<file path="src/rtl/conv5x5_engine.sv">
module conv5x5_engine #(
  parameter int DW   = 16,
  parameter int AW   = 10,
  parameter int DIMW = 6,
  parameter int NW   = 5,
  parameter int ACCW = 32
) (
  input  logic            clk,
  input  logic            rst_n,
  input  logic            start,
  input  logic            byte_mode,
  input  logic [DIMW-1:0] img_w,
  input  logic [DIMW-1:0] img_h,
  input  logic [NW-1:0]   norm,
  output logic            busy,
  output logic            done,
  output logic [AW-1:0]   in_addr,
  input  logic [DW-1:0]   in_rdata,
  output logic [4:0]      flt_addr,
  input  logic [DW-1:0]   flt_rdata,
  output logic [AW-1:0]   out_addr,
  input  logic [DW-1:0]   out_rdata,
  output logic            out_we,
  output logic [DW-1:0]   out_wdata
);
  localparam int BW = DW / 2;

  typedef enum logic [2:0] {S_IDLE, S_RD, S_MAC, S_WR, S_DONE} st_t;

  st_t                    st;
  logic [DIMW-1:0]        w_q, h_q, row, col;
  logic [NW-1:0]          norm_q;
  logic                   byte_q;
  logic [2:0]             kr, kc;
  logic [4:0]             rcv;
  logic signed [ACCW-1:0] acc, pre, base, shr;
  logic signed [2*DW-1:0] prod;

  function automatic logic signed [DW-1:0] elem(input logic [DW-1:0] v, input logic b);
    return b ? {{BW{v[BW-1]}}, v[BW-1:0]} : v;
  endfunction

  assign busy   = (st != S_IDLE);
  assign done   = (st == S_DONE);
  assign out_we = (st == S_WR);

  assign in_addr  = (AW'(row) + AW'(kr)) * AW'(w_q) + AW'(col) + AW'(kc);
  assign flt_addr = 5'(kr) * 5'd5 + 5'(kc);
  assign out_addr = AW'(row) * AW'(w_q) + AW'(col);

  assign prod = elem(in_rdata, byte_q) * elem(flt_rdata, byte_q);
  assign pre  = ACCW'(elem(out_rdata, byte_q)) <<< norm_q;
  assign base = (rcv == 5'd0) ? pre : acc;
  assign shr  = acc >>> norm_q;
  assign out_wdata = byte_q ? {{BW{shr[BW-1]}}, shr[BW-1:0]} : shr[DW-1:0];

  always_ff @(posedge clk or negedge rst_n) begin
    if (!rst_n) begin
      st <= S_IDLE;
      w_q <= '0; h_q <= '0; norm_q <= '0; byte_q <= 1'b0;
      row <= '0; col <= '0; kr <= '0; kc <= '0; rcv <= '0;
      acc <= '0;
    end else begin
      if (st == S_RD || st == S_MAC) begin
        if (kc == 3'd4) begin
          kc <= '0;
          kr <= kr + 3'd1;
        end else begin
          kc <= kc + 3'd1;
        end
      end
      case (st)
        S_IDLE: if (start) begin
          w_q <= img_w; h_q <= img_h; norm_q <= norm; byte_q <= byte_mode;
          row <= '0; col <= '0; kr <= '0; kc <= '0;
          st <= (img_w < DIMW'(5) || img_h < DIMW'(5)) ? S_DONE : S_RD;
        end
        S_RD: begin
          rcv <= '0;
          st  <= S_MAC;
        end
        S_MAC: begin
          acc <= base + ACCW'(prod);
          rcv <= rcv + 5'd1;
          if (rcv == 5'd24) st <= S_WR;
        end
        S_WR: begin
          kr <= '0; kc <= '0;
          if (col == w_q - DIMW'(5)) begin
            col <= '0;
            if (row == h_q - DIMW'(5)) st <= S_DONE;
            else begin
              row <= row + DIMW'(1);
              st  <= S_RD;
            end
          end else begin
            col <= col + DIMW'(1);
            st  <= S_RD;
          end
        end
        default: st <= S_IDLE;
      endcase
    end
  end
endmodule

</file>
<file path="config.mk">
export PLATFORM = sky130hd
export DESIGN_NAME = conv5x5_engine
export DESIGN_NICKNAME = d
export VERILOG_FILES = /design/src/rtl/conv5x5_engine.sv
export SDC_FILE = /design/constraint.sdc
export NUM_CORES = 1
export LEC_CHECK = 0
export ABC_CLOCK_PERIOD_IN_PS = 14300
export BUFFER_PORTS_ARGS = -buffer_cell sky130_fd_sc_hd__buf_2
export CORE_MARGIN = 2
export CORE_UTILIZATION = 61
export CTS_BUF_LIST = sky130_fd_sc_hd__clkbuf_4 sky130_fd_sc_hd__clkbuf_8
export DETAILED_ROUTE_END_ITERATION = 12
export GPL_TIMING_DRIVEN = 0
export PLACE_DENSITY_LB_ADDON = 0.25
export SYNTH_ARGS = -nofsm -noshare
export SYNTH_HDL_FRONTEND = slang
export SYNTH_SLANG_ARGS = --single-unit
export TNS_END_PERCENT = 5
</file>
<file path="constraint.sdc">
create_clock -name clk -period 14.3 [get_ports clk]
set_clock_uncertainty 0.1 [all_clocks]
set_input_delay 3.575 -clock clk [delete_from_list [all_inputs] [get_ports clk]]
set_output_delay 3.575 -clock clk [all_outputs]
set_load 0.03 [all_outputs]
</file>
[Word level (Yosys, flattened, before mapping)]
Cells that the tools add are included.
Storage, ports and cells
  flip-flop bits (word level): 76
  bits of input ports: 69
  output and inout bits: 44
Operators by class
  $add $sub $neg: 13
  multipliers: 4
  magnitude comparators: 2
  equality and inequality tests: 12
  shift operators: 2
  multiplexer cells: 26
  reduce and logical (&&, ||, !) cells: 11
Operator list (number)
  16-bit 2-to-1 mux: 4
  3-bit 2-to-1 mux: 11
  32-bit adder: 1
  16-bit by 16-bit multiplier with 32-bit output: 1
  32-bit 2-to-1 mux: 1
  16-bit by 5-bit <<< shifter with 32-bit output: 1
  32-bit by 5-bit >>> shifter with 16-bit output: 1
  6-bit 2-to-1 mux: 4
  6-bit one-hot mux with 2 select lines: 2
  10-bit by 6-bit adder with 10-bit output: 2
  6-bit by 1-bit adder with 6-bit output (second input constant): 2
  6-bit == test: 2
  6-bit by 3-bit < comparator with 1-bit output (second input constant): 2
  3-bit one-hot mux with 2 select lines: 2
  3-bit one-hot mux with 4 select lines: 1
  6-bit by 3-bit subtractor with 6-bit output (second input constant): 2
  10-bit by 3-bit adder with 10-bit output: 1
  6-bit by 6-bit multiplier with 10-bit output: 1
  7-bit by 6-bit multiplier with 10-bit output: 1
  5-bit one-hot mux with 2 select lines: 1
  6-bit by 3-bit adder with 7-bit output: 1
  3-bit by 1-bit adder with 3-bit output (second input constant): 2
  3-bit by 2-bit == test with 1-bit output (second input constant): 2
  3-bit == test (second input constant): 2
  14 further kinds: 20

[Longest topological paths before layout]
  depth after elaboration: 5
  mapped depth: 28
  depth with buffers taken out: 26

[Least setup slack after synthesis]
No wires, ideal clock.
  kind: in2reg
  from: in in_rdata[7]
  to: reg acc[20]
  setup time: 0.120 ns
  arrival time: 9.524 ns
  data required time: 14.080 ns
  path slack: 4.557 ns
  cell stages on the path: 23
  cell sequence: and2_1 > clkbuf_1 > a21o_1 > clkbuf_1 > nand2_1 > fa_1 > fa_1 > fa_1 > fa_1 > inv_1 > fa_1 > inv_1 > fa_1 > inv_1 > ha_1 > a21o_1 > a21o_1 > a21o_1 > a32oi_1 > o31ai_1 > o21a_1 > or3_1 > a31o_1
On the way
  cells in the longest elaborated chain, start to end: 3
Ends and longest elaborated chain
  start, declared: line 18  | input logic [DW-1:0] in_rdata,
  16-bit 2-to-1 mux: line 40  | return b ? {{BW{v[BW-1]}}, v[BW-1:0]} : v;
  16-bit by 16-bit multiplier with 32-bit output: line 51  | assign prod = elem(in_rdata, byte_q) * elem(flt_rdata, byte_q);
  32-bit adder: line 83  | acc <= base + ACCW'(prod);
  end signal, assigned: line 83
  end, declared: line 36  | logic signed [ACCW-1:0] acc, pre, base, shr;
No other way between the ends.
A chain may end at the register's enable or synchronous reset.

[Worst setup path after layout]
  from: in in_rdata[7]
  to: reg acc[24]
Same word-level chain as after synthesis.

==> metrics.md <==
| Metric | Value |
|---|---|
| Status | finished, final reports clean |
| H-tree levels | 3 |
| Metal-1 WL | 23020 um |
| Vias in the first global route | 17570 |
| 1st-iter DRT viols | 1455 |
| Crit-path cells | buf_2 -> and2_1 -> clkbuf_1 -> a21o_1 -> clkbuf_1 -> nand2_1 -> fa_1 -> fa_1 -> fa_1 -> fa_1 -> inv_1 -> fa_1 -> inv_1 -> fa_1 -> inv_1 -> ha_1 -> and3_2 -> and3_1 -> a32oi_1 -> o31ai_1 -> a21bo_2 -> nor2_1 -> a211o_1 |
| Clk root buf | clkbuf_8 |
| Synthesized area | 20160 um2 |
| CP Capture Type | flop |
| R2r startpoint | byte_q |
| Setup WS pre-CTS | about 3.2 ns |
| HP Class | flop to flop |
| Worst-Margin Slew | 0.8659 ns |
| DRC viols | 0 |
| YS warnings | 0 |
| Critical path class | primary input to flop |
| Met2 wire len | 27690 um |
| GRT Resource Usage Total | 35.08% |
| Tcrit/Tclk final | about 76% |
| Async set-or-reset flop fraction in the synthesized netlist | 100.0% |
| Hold Vio Cnt, Final | 0 |
| Net Count, Synth | between 2000 and 3000 |
| Post-Syn Area per Cell | 8.762 um2 |
| Die W | 185.8 um |
| Largest net degree at the start of global routing | 60 |
| Core outline area | 32540 um2 |
| Area contributors post-synth | fa_1 (34%), ha_1 (10%), dfrtp_1 (9.4%) |
| Post-cts resize count | 0 |
| Nets | around 3000 |
| Post-DR vias/cell | 5.926 |
| Worst setup SP type | primary input |
| Post-route ant nets | 0 |
| Top FF cell, synth | dfrtp_1 |
| CP arrival | 11.09 ns |
| Post-Synthesis Cells | 2301 |
| # Max-Cap Violations | 0 |
| Slack of the critical path | approximately 3.4 ns |
| Fillers | between 2000 and 3000 |
| Area of the multi-input gates | 16210 um2 |
| CP max FO | 10 |
| Num CTS Buffers | 9 |
| Hpwl dp | 48520 um |
| Met3 wire length | 5187 um |
| Slowest cell on crit path | o31ai_1 |
| Setup TNS | 0 ns |
| Clk buf depth | 2 |
| Top Ports | ~110 |
| CTS tree | built |
| FF+latch area | 1902 um2 |
| Die Ht | 185.8 um |
| DRT Pass-1 Iters | 5 |
| Initial Utilization | 61.96% |
| Worst path max stage delay | 0.76 ns |
| Register clock-pin slew on the reported worst setup and hold paths | about 0.10 ns |
| Mean routed wirelength per cell | approximately 20 um |
| Flop and latch count out of synthesis | 76 |
| Synth cell types | between 60 and 70 |
| Sequential fraction of the synthesis area | 9.433% |
| Area grow syn2layout | 6.560% |
| Top Metal Used | met5 |
| Commonest cells post-synth | inv_1 (407), fa_1 (339), nand2_1 (299), ha_1 (164), and2_1 (151) |
| Share of the synthesized area in the top cell type | 33.66% |
| Number of flops mapped to enable cells by yosys | 0 |
| Setup repair bufs after CTS | 0 |
| First-pass GRT wire length | 92500 um |
| Min-delay src | acc[0] |
| Most frequent cell after synthesis | inv_1 |
| Die area | 34520 um2 |
| Final WL | 57680 um |
| Clock latency on the worst-skew pair | slightly below 0.4 ns |
| Cell accounting for the most synthesized area | fa_1 |
| Relative slew slack | 41.78% |
| Max Fclk | 91.43 MHz |
| Initial antenna violation count | 2 |
| Max Slew Vio Count | 0 |
| Final setup vio count | 0 |
| Hold Buf Count CTS | 0 |
| Tmin final | 10.94 ns |
| RSZ-0062 raised after global routing | false |
| GP Congestion | 1.010 |
| WP data required | 14.45 ns |
| Cell mode on critical path | fa_1 |
| PortBufs | 112 |
| Layout cells sized above 1 | 8.889% |
| Layout Utilization | 66.03% |
| CTS sink count | 76 |
| Via count | 17030 |
| Cell Rows | between 60 and 70 |
| Hold_ws | 0.4210 ns |
| CP startpoint | in_rdata[7] |
| Global route overflow | 0 |
-- layer usage --
layer	vias to the layer above	GRT usage, %
met5	-	0
met4	2	11.28
met3	122	8.452
met2	784	57.34
met1	8567	46.19
li1	7550	-
-- placed cells by master (no fill, tap or decap), types with 13 or more instances in the layout --
cell,synthesis,final
nor2_1,98,98
nor3_1,22,22
a211oi_1,19,19
xor2_1,29,29
and2_1,151,151
clkbuf_1,90,90
mux2_2,30,30
mux2i_1,54,54
inv_1,407,407
nand3_1,21,21
nand2b_1,15,15
a21oi_1,78,78
o21a_1,13,13
o31ai_1,18,18
o21ai_0,91,91
buf_2,12,123
xnor2_1,56,56
mux4_2,21,21
fa_1,339,339
a21o_1,33,33
ha_1,164,164
dfrtp_1,76,76
nand2_1,299,299
o21ai_1,20,20
-- flip-flops by register name, summed over array words and instances, names as in the netlist --
register and flops:
acc 32, byte_q 1, col 6, h_q 6
kc 3, kr 3, norm_q 5, rcv 5
row 6, st 3, w_q 6
-- area by class of cell --
| type | count | share of cell area (%) |
|---|---|---|
| multi-input combinational | 1697 | 75.45 |
| sequential | 76 | 8.853 |
| inverter | 411 | 7.181 |
| timing repair buffer | 113 | 2.749 |
| tap | 442 | 2.574 |
| buffer | 117 | 2.359 |
| clock buffer | 11 | 0.6465 |
| clock inverter | 5 | 0.1747 |
| antenna | 1 | 0.01165 |
-- cell families after synthesis --
kind of cell | after synthesis | share of synthesized area [%]
muxes | 105 | 6.703
AOI/OAI and AO/OA | 352 | 11.10
and+or+nand+nor | 652 | 15.06
DFF | 76 | 9.433
buffers and inverters | 528 | 10.17
adders and majority gates | 503 | 43.84
xor gates and xnor gates | 85 | 3.693
-- critical path, delay by kind of cell --
family	cells	cell delay [ns]
AO/OA/AOI/OAI	5	1.88
adder cells (fa/ha/maj)	7	3.43
buffers and inverters	6	1.34
AND/OR/NAND/NOR	5	0.85
-- path summary, 6_finish.rpt --
check                          end  slack [ns]  cells past startpoint
min reg2reg                 acc[0]        0.42                      2
max                        acc[24]        3.36                     23
max reg2reg                acc[24]        5.40                     25
min                         acc[0]        0.42                      2
min in group asynchronous   acc[1]        2.96                      1
max in group asynchronous  acc[29]       10.52                      2
-- metrics by stage --
stage,area (um2),cells
2_1_floorplan,20160,2301
3_3_place_gp,21270,2855
3_5_place_dp,21300,2856
4_1_cts,21480,2872
5_1_grt,21480,2873
6_report,21480,2873
Power is left out: the tool's default activity adds up to more than one toggle a clock period on the data nets, which glitch-free logic cannot reach.
